--- config.mk ---
export PLATFORM = sky130hd
export DESIGN_NAME = ovf_timer8
export DESIGN_NICKNAME = d
export VERILOG_FILES = /design/src/rtl/ovf_timer_pkg.sv /design/src/rtl/ovf_timer_dp.sv /design/src/rtl/ovf_timer_ctrl.sv /design/src/rtl/ovf_timer8.sv
export SDC_FILE = /design/constraint.sdc
export NUM_CORES = 1
export LEC_CHECK = 0
export ABC_AREA = 1
export BUFFER_PORTS_ARGS = -buffer_cell sky130_fd_sc_hd__buf_2
export CAP_MARGIN = 0
export CORE_MARGIN = 10
export CORE_UTILIZATION = 45
export DETAILED_ROUTE_END_ITERATION = 6
export PLACE_DENSITY = 0.75
export SYNTH_ARGS = -nofsm -noshare
export SYNTH_HDL_FRONTEND = slang
export SYNTH_SLANG_ARGS = --single-unit
--- constraint.sdc ---
create_clock -name clk -period 2.4 [get_ports clk]
set_input_delay 0.24 -clock clk [delete_from_list [all_inputs] [get_ports clk]]
set_output_delay 0.24 -clock clk [all_outputs]
set_load 0.01 [all_outputs]
--- src/rtl/ovf_timer_pkg.sv ---
package ovf_timer_pkg;

  typedef enum logic [1:0] {
    ADDR_COUNT  = 2'd0,
    ADDR_STATUS = 2'd1,
    ADDR_CTRL   = 2'd2,
    ADDR_SPARE  = 2'd3
  } regAddrE;

  typedef struct packed {
    logic loadCount;
    logic stepCount;
    logic clearFlag;
    logic writeEnable;
  } ctrlStrobeT;

endpackage

--- src/rtl/ovf_timer_dp.sv ---
module ovf_timer_dp
  import ovf_timer_pkg::*;
#(
  parameter int CNT_W = 8
) (
  input  logic             clk,
  input  logic             rstN,
  input  ctrlStrobeT       strobes,
  input  logic [CNT_W-1:0] wrData,
  output logic [CNT_W-1:0] countVal,
  output logic             wrapEvent
);

  localparam logic [CNT_W-1:0] CountMax = {CNT_W{1'b1}};

  logic [CNT_W-1:0] countQ;

  always_ff @(posedge clk) begin
    if (!rstN) begin
      countQ <= '0;
    end else if (strobes.loadCount) begin
      countQ <= wrData;
    end else if (strobes.stepCount) begin
      countQ <= countQ + CNT_W'(1);
    end
  end

  assign wrapEvent = strobes.stepCount && (countQ == CountMax);
  assign countVal  = countQ;

  p_step_r2: assert property (@(posedge clk) disable iff (!rstN)
    (strobes.stepCount && !strobes.loadCount) |=> countQ == $past(countQ) + CNT_W'(1));

  p_hold_r5: assert property (@(posedge clk) disable iff (!rstN)
    (!strobes.stepCount && !strobes.loadCount) |=> $stable(countQ));

  p_load_r4: assert property (@(posedge clk) disable iff (!rstN)
    strobes.loadCount |=> countQ == $past(wrData));

  p_wrap_zero_r3: assert property (@(posedge clk) disable iff (!rstN)
    wrapEvent |=> countQ == '0);

endmodule

--- src/rtl/ovf_timer_ctrl.sv ---
module ovf_timer_ctrl
  import ovf_timer_pkg::*;
#(
  parameter int CNT_W = 8
) (
  input  logic             clk,
  input  logic             rstN,
  input  regAddrE          regAddr,
  input  logic             regWrEn,
  input  logic             wrBit0,
  input  logic             tickEn,
  input  logic             intAck,
  input  logic             globalIntEn,
  input  logic             wrapEvent,
  input  logic [CNT_W-1:0] countVal,
  output ctrlStrobeT       strobes,
  output logic [CNT_W-1:0] rdData,
  output logic             intReq
);

  logic ovfFlag;
  logic irqEnable;

  always_comb begin
    strobes             = '0;
    strobes.loadCount   = regWrEn && (regAddr == ADDR_COUNT);
    strobes.stepCount   = tickEn && !strobes.loadCount;
    strobes.clearFlag   = regWrEn && (regAddr == ADDR_STATUS) && wrBit0;
    strobes.writeEnable = regWrEn && (regAddr == ADDR_CTRL);
  end

  // Setting on overflow wins over any clear request in the same cycle.
  always_ff @(posedge clk) begin
    if (!rstN) begin
      ovfFlag <= 1'b0;
    end else if (wrapEvent) begin
      ovfFlag <= 1'b1;
    end else if (strobes.clearFlag || intAck) begin
      ovfFlag <= 1'b0;
    end
  end

  always_ff @(posedge clk) begin
    if (!rstN) begin
      irqEnable <= 1'b0;
    end else if (strobes.writeEnable) begin
      irqEnable <= wrBit0;
    end
  end

  always_comb begin
    rdData = '0;
    unique case (regAddr)
      ADDR_COUNT:  rdData = countVal;
      ADDR_STATUS: rdData[0] = ovfFlag;
      ADDR_CTRL:   rdData[0] = irqEnable;
      ADDR_SPARE:  rdData = '0;
    endcase
  end

  assign intReq = ovfFlag && irqEnable && globalIntEn;

  p_set_wins_r3: assert property (@(posedge clk) disable iff (!rstN)
    wrapEvent |=> ovfFlag);

  p_w1c_r6: assert property (@(posedge clk) disable iff (!rstN)
    (strobes.clearFlag && !wrapEvent) |=> !ovfFlag);

  p_ack_r7: assert property (@(posedge clk) disable iff (!rstN)
    (intAck && !wrapEvent) |=> !ovfFlag);

  p_sticky_r6: assert property (@(posedge clk) disable iff (!rstN)
    (ovfFlag && !intAck && !strobes.clearFlag) |=> ovfFlag);

  p_load_blocks_step_r4: assert property (@(posedge clk) disable iff (!rstN)
    strobes.loadCount |-> !strobes.stepCount);

endmodule

--- src/rtl/ovf_timer8.sv ---
module ovf_timer8
  import ovf_timer_pkg::*;
#(
  parameter int CNT_W = 8
) (
  input  logic             clk,
  input  logic             rstN,
  input  logic             tickEn,
  input  logic [1:0]       regAddr,
  input  logic             regWrEn,
  input  logic [CNT_W-1:0] regWrData,
  output logic [CNT_W-1:0] regRdData,
  input  logic             intAck,
  input  logic             globalIntEn,
  output logic             intReq
);

  ctrlStrobeT       strobes;
  logic [CNT_W-1:0] countVal;
  logic             wrapEvent;

  ovf_timer_ctrl #(.CNT_W(CNT_W)) u_ctrl (
    .clk         (clk),
    .rstN        (rstN),
    .regAddr     (regAddrE'(regAddr)),
    .regWrEn     (regWrEn),
    .wrBit0      (regWrData[0]),
    .tickEn      (tickEn),
    .intAck      (intAck),
    .globalIntEn (globalIntEn),
    .wrapEvent   (wrapEvent),
    .countVal    (countVal),
    .strobes     (strobes),
    .rdData      (regRdData),
    .intReq      (intReq)
  );

  ovf_timer_dp #(.CNT_W(CNT_W)) u_dp (
    .clk       (clk),
    .rstN      (rstN),
    .strobes   (strobes),
    .wrData    (regWrData),
    .countVal  (countVal),
    .wrapEvent (wrapEvent)
  );

endmodule

==> results.sh, run 1 <==
export IMPL_hold_viol_final=0
export IMPL_grt_pass1_wl_um=3367
export IMPL_tightest_slew_ns=0.2873
export IMPL_netlist_instances=124
export IMPL_grt_max_degree=9
export IMPL_route_detailed_drc=0
export IMPL_post_cts_buffers=0
export IMPL_drtPass1Iterations=4
export IMPL_dp_slack_ns=1.124
export IMPL_vias=821
export IMPL_yosys_top_cells_area="dfxtp_1 28%, nand2_1 18%, nand3_1 12%"
export IMPL_synth_net_count=141
export IMPL_cts_clk_slew_worst_paths_ns=0.07
export IMPL_dieArea_um2=3611
export IMPL_arrival_ns=1.13
export IMPL_setup_viol=0
export IMPL_drive_gt1_frac=0.2500
export IMPL_cts_tree="built"
export IMPL_antenna_cells=0
export IMPL_place_gp_congestion=0.9364
export IMPL_finClkSkew_ns=0.001778
export IMPL_postLayoutCellArea_um2=899.6
export IMPL_fin_tns_setup_ns=0
export IMPL_cts_num_sinks=10
export IMPL_routed_wl_um=2031
export IMPL_cp_max_fo=4
export IMPL_io_pins=25
export IMPL_ys_warn_count=0
export IMPL_cp_cell_sequence="inv_1 -> o211ai_1 -> buf_2"
export IMPL_fmax_mhz=728.1
export IMPL_avgSynthCellArea_um2=5.832
export IMPL_ys_ff_latch=10
export IMPL_timing_final_ws_setup_ns=1.027
export IMPL_fin_crit_sh=0.5722
export IMPL_critPathKind="reg2out"
export IMPL_worst_setup_path_start_kind="flip-flop"
export IMPL_power_density_nw_per_um2=457.6
export IMPL_cp_slowest_cell="dfxtp_1"
export IMPL_antenna_found_initial=0
export IMPL_synth_seq_area_share=0.2768
export IMPL_portBuffers=24
export IMPL_peakVddDrop_v=0.0004415
export IMPL_die_x_um=60.09
export IMPL_track_usage=0.1181
export IMPL_grt_overflow_total=0
export IMPL_syn_to_final_growth_pct=24.39
export IMPL_grt_pass1_vias=762
export IMPL_relSlewSlack=0.8080
export IMPL_nets=170
export IMPL_wire_per_inst_um=12.09
export IMPL_yosysTopAreaCell="dfxtp_1"
export IMPL_hold_class="in2reg"
export IMPL_synthFlopType="dfxtp_1"
export IMPL_cts_buffers=3
export IMPL_cp_required_ns=2.16
export IMPL_synth_edf_count=0
export IMPL_run_status="finished clean"
export IMPL_async_flop_share=0
export IMPL_dpl_hpwl_um=1600
export IMPL_yosys_top_cells_count="34 x nand2_1, 20 x nor2_1, 18 x inv_1, 17 x nand3_1, 10 x dfxtp_1"
export IMPL_rsz0062_at_grt="no"
export IMPL_final_core_util=0.5972
export IMPL_ant_nets=0
export IMPL_drt_iter0_markers=19
export IMPL_place_area_um2=863.3
export IMPL_die_h_um=60.09
export IMPL_rows=14
export IMPL_slowest_delay_ns=0.39
export IMPL_clk_path_buf_depth=2
export IMPL_coreArea_um2=1506
export IMPL_cts_hold_buffers=0
export IMPL_min_period_ns=1.373
export IMPL_leakage_nw=0.4535
export IMPL_power_w=0.0004117
export IMPL_drv_cap=0
export IMPL_htree_levels=1
export IMPL_drv_slew=0
export IMPL_synth_most_common_cell="nand2_1"
export IMPL_clock_latency_ns=0.27
export IMPL_yosysTopAreaCellShare=0.2768
export IMPL_ff2ff_setup_slack_ns=1.20
export IMPL_ctsResizeCount=0
export IMPL_ys_types=20
export IMPL_start_util=0.4801
export IMPL_netlist_area_um2=723.2
export IMPL_crit_path_end_kind="primary output"
export IMPL_root_buffer="clkbuf_4"
export IMPL_viasPerCell=4.887
[worst max-delay path: cells and delay by family, from the launching register on]
kind	cells	cell delay [ns]
buf+inv	2	0.27
compound gates	1	0.20
flops	1	0.39
[power breakdown]
part / total, W / leakage, nW / internal, W / switching (W)
Sequential: 0.000182 / 0.0815 / 0.000173 / 0.00000834
Combinational: 0.0000710 / 0.351 / 0.0000268 / 0.0000442
Clock: 0.000159 / 0.0210 / 0.0000922 / 0.0000667
[cell type report]
class,instances,area [µm²]
Fill cell,161,606.8
Multi-Input combinational cell,92,432.9
Sequential cell,10,200.2
Timing Repair Buffer,24,120.1
Inverter,22,90.09
Clock buffer,4,36.28
Tap cell,16,20.02
[per-layer routing]
layer / GRT usage / vias up / part of all wire
met5: 0 / - / 0
met4: 0.05769 / 0 / 0.010
met3: 0.03814 / 4 / 0.082
met2: 0.1853 / 18 / 0.48
met1: 0.1398 / 358 / 0.42
li1: - / 441 / -
[final timing paths]
kind                                       from                       endpoint  cells past startpoint
setup / recovery  u_dp.countVal[0]$_SDFFE_PN0P_                   regRdData[0]                      3
hold / removal                             rstN  u_dp.countVal[2]$_SDFFE_PN0P_                      3
setup reg to reg  u_dp.countVal[1]$_SDFFE_PN0P_  u_dp.countVal[4]$_SDFFE_PN0P_                      8
hold reg to reg   u_ctrl.irqEnable$_SDFFE_PN0P_  u_ctrl.irqEnable$_SDFFE_PN0P_                      2
[state kept, by name (all words and copies together), names as in the netlist]
| register | cells |
|---|---|
| u_ctrl.irqEnable | 1 |
| u_ctrl.ovfFlag | 1 |
| u_dp.countVal | 8 |
[logic make-up after synthesis]
logic type                 count (synthesis)  synth area share
xor gates and xnor gates                   1           0.01211
buffers and inverters                     22            0.1246
adders and majority gates                  1           0.01730
and+or+nand+nor                           77            0.4706
DFF                                       10            0.2768
AOI/OAI and AO/OA                         13           0.09862
[cell usage in the layout, fill, tap and decap left out, drive strengths merged]
cell / netlist / routed
a21oi: 6 / 6
inv: 21 / 21
nor2: 23 / 23
clkbuf: 0 / 4
o21ai: 6 / 6
dfxtp: 10 / 10
nand2: 37 / 37
ha: 1 / 1
o211ai: 1 / 1
buf: 0 / 24
nand3: 17 / 17
xor2: 1 / 1
clkinv: 1 / 1
[stage by stage]
stage | hold WS (ns) | std cells
after floorplan | 0.3376 | 124
after global placement | 0.4695 | 164
after detailed placement | 0.4771 | 164
after CTS | 0.1980 | 168
after global routing | 0.2078 | 168
final | 0.1915 | 168
Note: power is estimated with default switching activity, not from simulation.
==> inputs of run 2 (changes only) <==
clock period = 1.4 ns   (was 2.4 ns; I/O delays follow)
==> run 2 against run 1 <==
Clock-buffer cell count is the same. Register-to-register slack worse by 1.0 ns. Hold slack got worse by 0.11 ns. Design area unchanged. Global-route usage barely moved. Sequential share of layout area unchanged. Non-clock buffer count unchanged. Routed wire length is 0.98% lower. Critical endpoint unchanged.
==> results.sh, run 2 (synthesis gave the netlist of run 1 again) <==
export IMPL_ant_nets=0
export IMPL_relSlewSlack=0.8100
export IMPL_p_switching_w=0.0002093
export IMPL_dieArea_um2=3611
export IMPL_die_h_um=60.09
export IMPL_place_gp_congestion=0.9663
export IMPL_dp_slack_ns=0.2015
export IMPL_largest_reg_flops=8
export IMPL_grt_use_met3=0.03814
export IMPL_vias=823
export IMPL_fin_crit_sh=0.8937
export IMPL_fmax_mhz=799.2
export IMPL_htree_levels=1
export IMPL_die_x_um=60.09
export IMPL_cp_required_ns=1.26
export IMPL_setup_viol=0
export IMPL_dpl_hpwl_um=1608
export IMPL_mostFrequentLayoutCell="nand2_1"
export IMPL_run_status="finished clean"
export IMPL_portBuffers=24
export IMPL_grt_overflow_total=0
export IMPL_finClkSkew_ns=0.002104
export IMPL_grt_pass1_vias=779
export IMPL_route_detailed_drc=0
export IMPL_hold_class="in2reg"
export IMPL_antenna_cells=0
export IMPL_leakage_nw=0.4535
export IMPL_timing_final_ws_setup_ns=0.1488
export IMPL_rsz0062_at_grt="no"
export IMPL_p_sw_frac=0.2944
export IMPL_cp_max_fo=4
export IMPL_post_cts_buffers=0
export IMPL_syn_to_final_growth_pct=24.39
export IMPL_drtPass1Iterations=4
export IMPL_power_density_nw_per_um2=790.3
export IMPL_cts_tree="built"
export IMPL_root_buffer="clkbuf_4"
export IMPL_grt_max_degree=9
export IMPL_cts_clk_slew_worst_paths_ns=0.07
export IMPL_antenna_found_initial=0
export IMPL_peakVddDrop_v=0.0004806
export IMPL_nets=170
export IMPL_grt_use_met2=0.1912
export IMPL_internal_power_w=0.0005016
export IMPL_fin_tns_setup_ns=0
export IMPL_drive_gt1_frac=0.2500
export IMPL_busiest_layer="met2"
export IMPL_wire_per_inst_um=11.97
export IMPL_drv_slew=0
export IMPL_power_frac_clock=0.391
export IMPL_io_pins=25
export IMPL_cts_num_sinks=10
export IMPL_coreArea_um2=1506
export IMPL_min_period_ns=1.251
export IMPL_tightest_slew_ns=0.2843
export IMPL_worst_setup_path_start_kind="flip-flop"
export IMPL_layout_common_cells="34 x nand2_1, 24 x buf_2, 20 x nor2_1, 18 x inv_1, 17 x nand3_1"
export IMPL_combPwrFrac=0.172
export IMPL_start_util=0.4801
export IMPL_clk_path_buf_depth=2
export IMPL_track_usage=0.1185
export IMPL_grt_pass1_wl_um=3394
export IMPL_critPathKind="reg2out"
export IMPL_rows=14
export IMPL_cts_hold_buffers=0
export IMPL_drv_cap=0
export IMPL_met1_usage=0.1398
export IMPL_drt_iter0_markers=26
export IMPL_cts_buffers=3
export IMPL_hold_viol_final=0
export IMPL_viasPerCell=4.899
export IMPL_routed_wl_um=2011
export IMPL_ff2ff_setup_slack_ns=0.17
export IMPL_crit_path_end_kind="primary output"
export IMPL_clock_latency_ns=0.28
export IMPL_pwr_share_seq=0.437
export IMPL_ctsResizeCount=0
export IMPL_arrival_ns=1.11
## run 2: cell type report
| class | instances | area [µm²] |
|---|---|---|
| inverter | 22 | 90.09 |
| timing repair buffer | 24 | 120.1 |
| tap | 16 | 20.02 |
| fill | 157 | 606.8 |
| clock buffer | 4 | 36.28 |
| multi-input combinational | 92 | 432.9 |
| sequential | 10 | 200.2 |
## run 2: path summary, 6_finish.rpt
path,end,depth (start not counted),from
min reg2reg,u_ctrl.irqEnable$_SDFFE_PN0P_,2,u_ctrl.irqEnable$_SDFFE_PN0P_
max,regRdData[0],3,u_dp.countVal[0]$_SDFFE_PN0P_
max reg2reg,u_dp.countVal[4]$_SDFFE_PN0P_,8,u_dp.countVal[1]$_SDFFE_PN0P_
min,u_dp.countVal[0]$_SDFFE_PN0P_,3,rstN
## run 2: critical path, cell delays in order (launching register included)
cell      delay (ns)
dfxtp_1         0.38
inv_1           0.11
o211ai_1        0.19
buf_2           0.16
## run 2: layer usage
layer	routed length, µm	vias to the layer above
met2	966	23
li1	-	438
met1	875	360
met4	17	0
met5	0	-
met3	152	2
## run 2: metrics by stage
step                      hold slack (ns)  area (µm²)  total power [W]  std cells  utilization
final                             0.08223       899.6        0.0007110        168       0.5972
after global routing               0.1027       899.6        0.0007499        168       0.5972
after CTS                         0.07882       899.6        0.0007200        168       0.5972
after detailed placement           0.3740       863.3        0.0004396        164       0.5731
after global placement             0.3691       863.3        0.0004375        164       0.5731
after floorplan                    0.2376       723.2        0.0003890        124            -
## run 2: power groups by stage
stage	sequential, W	combinational [W]	clock, W
floorplan	0.000314	0.0000746	0
global placement	0.000317	0.000121	0
detailed placement	0.000318	0.000122	0
CTS	0.000311	0.000123	0.000287
global route	0.000313	0.000139	0.000297
finish	0.000311	0.000122	0.000278
==> inputs of run 3 (changes only) <==
ABC_AREA = default   (was 1)
PLACE_DENSITY = 0.78   (was 0.75)
==> run 3 against run 2 <==
Maximum frequency fell by 3.5%. Design area fell by 16%. Clock power shrank 28%. Global-route usage fell by 3.1 points. Clock-buffer cell count is 1 lower. Synthesized area down 17%. Critical path depth increased by 1. Sequential cell count did not move. Register-to-register slack worse by 0.07 ns. First-iteration DRC count down 73%. Sequential power up 3%. Sequential share of layout area is 4.3 points higher. Largest cell class unchanged. Largest power group unchanged.
==> results.sh, run 3 <==
export IMPL_run_status="finished clean"
export IMPL_synth_most_common_cell="dfxtp_1"
export IMPL_grt_pass1_wl_um=2249
export IMPL_ys_warn_count=0
export IMPL_place_area_um2=728.2
export IMPL_die_x_um=56.57
export IMPL_rows=13
export IMPL_leakage_nw=0.3292
export IMPL_setup_viol=0
export IMPL_coreArea_um2=1285
export IMPL_wire_per_inst_um=12.75
export IMPL_hold_viol_final=0
export IMPL_postLayoutCellArea_um2=753.2
export IMPL_dieArea_um2=3200
export IMPL_cts_num_sinks=10
export IMPL_layout_common_cells="24 x buf_2, 10 x dfxtp_1, 6 x and2_1, 5 x nor2_1, 5 x o21ai_1"
export IMPL_slowest_delay_ns=0.39
export IMPL_fmax_mhz=771.6
export IMPL_ys_ff_latch=10
export IMPL_r2r_cells=4
export IMPL_netlist_area_um2=601.8
export IMPL_post_cts_buffers=0
export IMPL_vias=583
export IMPL_worst_setup_path_start_kind="flip-flop"
export IMPL_peakVddDrop_v=0.0004614
export IMPL_portBuffers=24
export IMPL_antenna_cells=0
export IMPL_cts_tree="built"
export IMPL_clock_latency_ns=0.27
export IMPL_synth_seq_area_share=0.3326
export IMPL_dpl_hpwl_um=1148
export IMPL_cp_cell_sequence="ha_2 -> nand3_1 -> or3_1 -> a31oi_1"
export IMPL_rsz0062_at_grt="no"
export IMPL_relSlewSlack=0.8198
export IMPL_drv_slew=0
export IMPL_fin_crit_sh=0.9257
export IMPL_syn_to_final_growth_pct=25.16
export IMPL_routed_wl_um=1428
export IMPL_yosysTopAreaCellShare=0.3326
export IMPL_async_flop_share=0
export IMPL_min_period_ns=1.296
export IMPL_grt_overflow_total=0
export IMPL_drtPass1Iterations=3
export IMPL_htree_levels=1
export IMPL_die_h_um=56.57
export IMPL_cts_buffers=3
export IMPL_synthFlopType="dfxtp_1"
export IMPL_crit_end="u_dp.countVal[6]$_SDFFE_PN0P_"
export IMPL_power_density_nw_per_um2=827.6
export IMPL_nets=116
export IMPL_ctsResizeCount=0
export IMPL_synth_edf_count=0
export IMPL_avgSynthCellArea_um2=8.476
export IMPL_cts_clk_slew_worst_paths_ns=0.06
export IMPL_grt_max_degree=11
export IMPL_cp_max_fo=4
export IMPL_largest_reg_flops=8
export IMPL_yosysTopAreaCell="dfxtp_1"
export IMPL_drv_cap=0
export IMPL_mostFrequentLayoutCell="buf_2"
export IMPL_root_buffer="clkbuf_4"
export IMPL_yosys_top_cells_count="10 x dfxtp_1, 6 x and2_1, 5 x nor2_1, 5 x o21ai_1, 4 x o21ai_0"
export IMPL_crit_path_end_kind="flip-flop"
export IMPL_ys_types=27
export IMPL_arrival_ns=1.49
export IMPL_cts_hold_buffers=0
export IMPL_r2r_start="u_dp.countVal[0]$_SDFFE_PN0P_"
export IMPL_tightest_slew_ns=0.2666
export IMPL_netlist_instances=71
export IMPL_ant_nets=0
export IMPL_finClkSkew_ns=0.005241
export IMPL_cp_slowest_cell="dfxtp_1"
export IMPL_start_util=0.4684
export IMPL_route_detailed_drc=0
export IMPL_synth_net_count=88
export IMPL_grt_pass1_vias=524
export IMPL_viasPerCell=5.205
export IMPL_place_gp_congestion=0.7778
export IMPL_hold_class="in2reg"
export IMPL_cp_required_ns=1.60
export IMPL_io_pins=25
export IMPL_track_usage=0.08748
export IMPL_fin_tns_setup_ns=0
export IMPL_antenna_found_initial=0
export IMPL_drive_gt1_frac=0.3402
export IMPL_drt_iter0_markers=7
export IMPL_yosys_top_cells_area="dfxtp_1 33%, a211oi_2 6.2%, and2_1 6.2%"
export IMPL_ff2ff_setup_slack_ns=0.10
export IMPL_critPathKind="reg2reg"
export IMPL_critPathLaunch="u_dp.countVal[0]$_SDFFE_PN0P_"
export IMPL_clk_path_buf_depth=2
export IMPL_r2r_end="u_dp.countVal[6]$_SDFFE_PN0P_"
run 3: worst min path at each step:
| stage | start | endpoint | slack [ns] | depth (start not counted) |
|---|---|---|---|---|
| 2_1_floorplan | rstN | u_ctrl.ovfFlag$_SDFFE_PN0P_ | 0.26 | 1 |
| 3_3_place_gp | regWrData[3] | u_dp.countVal[3]$_SDFFE_PN0P_ | 0.40 | 3 |
| 3_5_place_dp | regWrData[3] | u_dp.countVal[3]$_SDFFE_PN0P_ | 0.41 | 3 |
| 4_1_cts | regWrData[0] | u_ctrl.irqEnable$_SDFFE_PN0P_ | 0.14 | 3 |
| 5_1_grt | regWrData[4] | u_dp.countVal[4]$_SDFFE_PN0P_ | 0.15 | 3 |
| 6_report | regWrData[0] | u_ctrl.irqEnable$_SDFFE_PN0P_ | 0.14 | 3 |
run 3: kinds of logic (layout without fill, tap and decap cells):
| family | count (synthesis) | after routing | synth area share |
|---|---|---|---|
| buf+inv | 6 | 32 | 0.06444 |
| flops | 10 | 10 | 0.3326 |
| simple gates | 28 | 28 | 0.2620 |
| mux | 3 | 3 | 0.04990 |
| xor+xnor | 4 | 4 | 0.05822 |
| fa+ha+maj | 1 | 1 | 0.02079 |
| compound gates | 19 | 19 | 0.2121 |
run 3: metrics by stage:
stage | setup WS (ns) | power (W) | instances | util | hold slack, ns
after floorplan | 0.2014 | 0.0003888 | 71 | - | 0.2578
after global placement | 0.1648 | 0.0004277 | 109 | 0.5667 | 0.4047
after detailed placement | 0.1121 | 0.0004301 | 109 | 0.5667 | 0.4087
after CTS | 0.09767 | 0.0006340 | 112 | 0.5842 | 0.1404
after global routing | 0.008460 | 0.0006572 | 112 | 0.5862 | 0.1516
final | 0.1041 | 0.0006234 | 112 | 0.5862 | 0.1400
run 3: report_power, final:
part | internal (W) | switching, W
Sequential | 0.000302 | 0.0000180
Combinational | 0.0000536 | 0.0000510
Clock | 0.0000995 | 0.0000996
run 3: critical path, delay by kind of cell (launching register included):
kind / cells / cell delay (ns)
AND/OR/NAND/NOR: 2 / 0.47
AO/OA/AOI/OAI: 1 / 0.15
adder cells (fa/ha/maj): 1 / 0.22
flip-flops: 1 / 0.39
run 3: area by class of cell:
class | instances | area [µm²]
fillers | 123 | 531.8
multi-input cells | 55 | 365.4
flip-flops and latches | 10 | 200.2
repair buffers | 26 | 135.1
clock buffers | 3 | 22.52
well taps | 15 | 18.77
inverters | 3 | 11.26
run 3: routing by layer:
metal | share of wire | GRT usage
met5 | 0 | 0
met3 | 0.036 | 0.02697
met4 | 0.037 | 0.07216
met1 | 0.41 | 0.08886
met2 | 0.51 | 0.1426
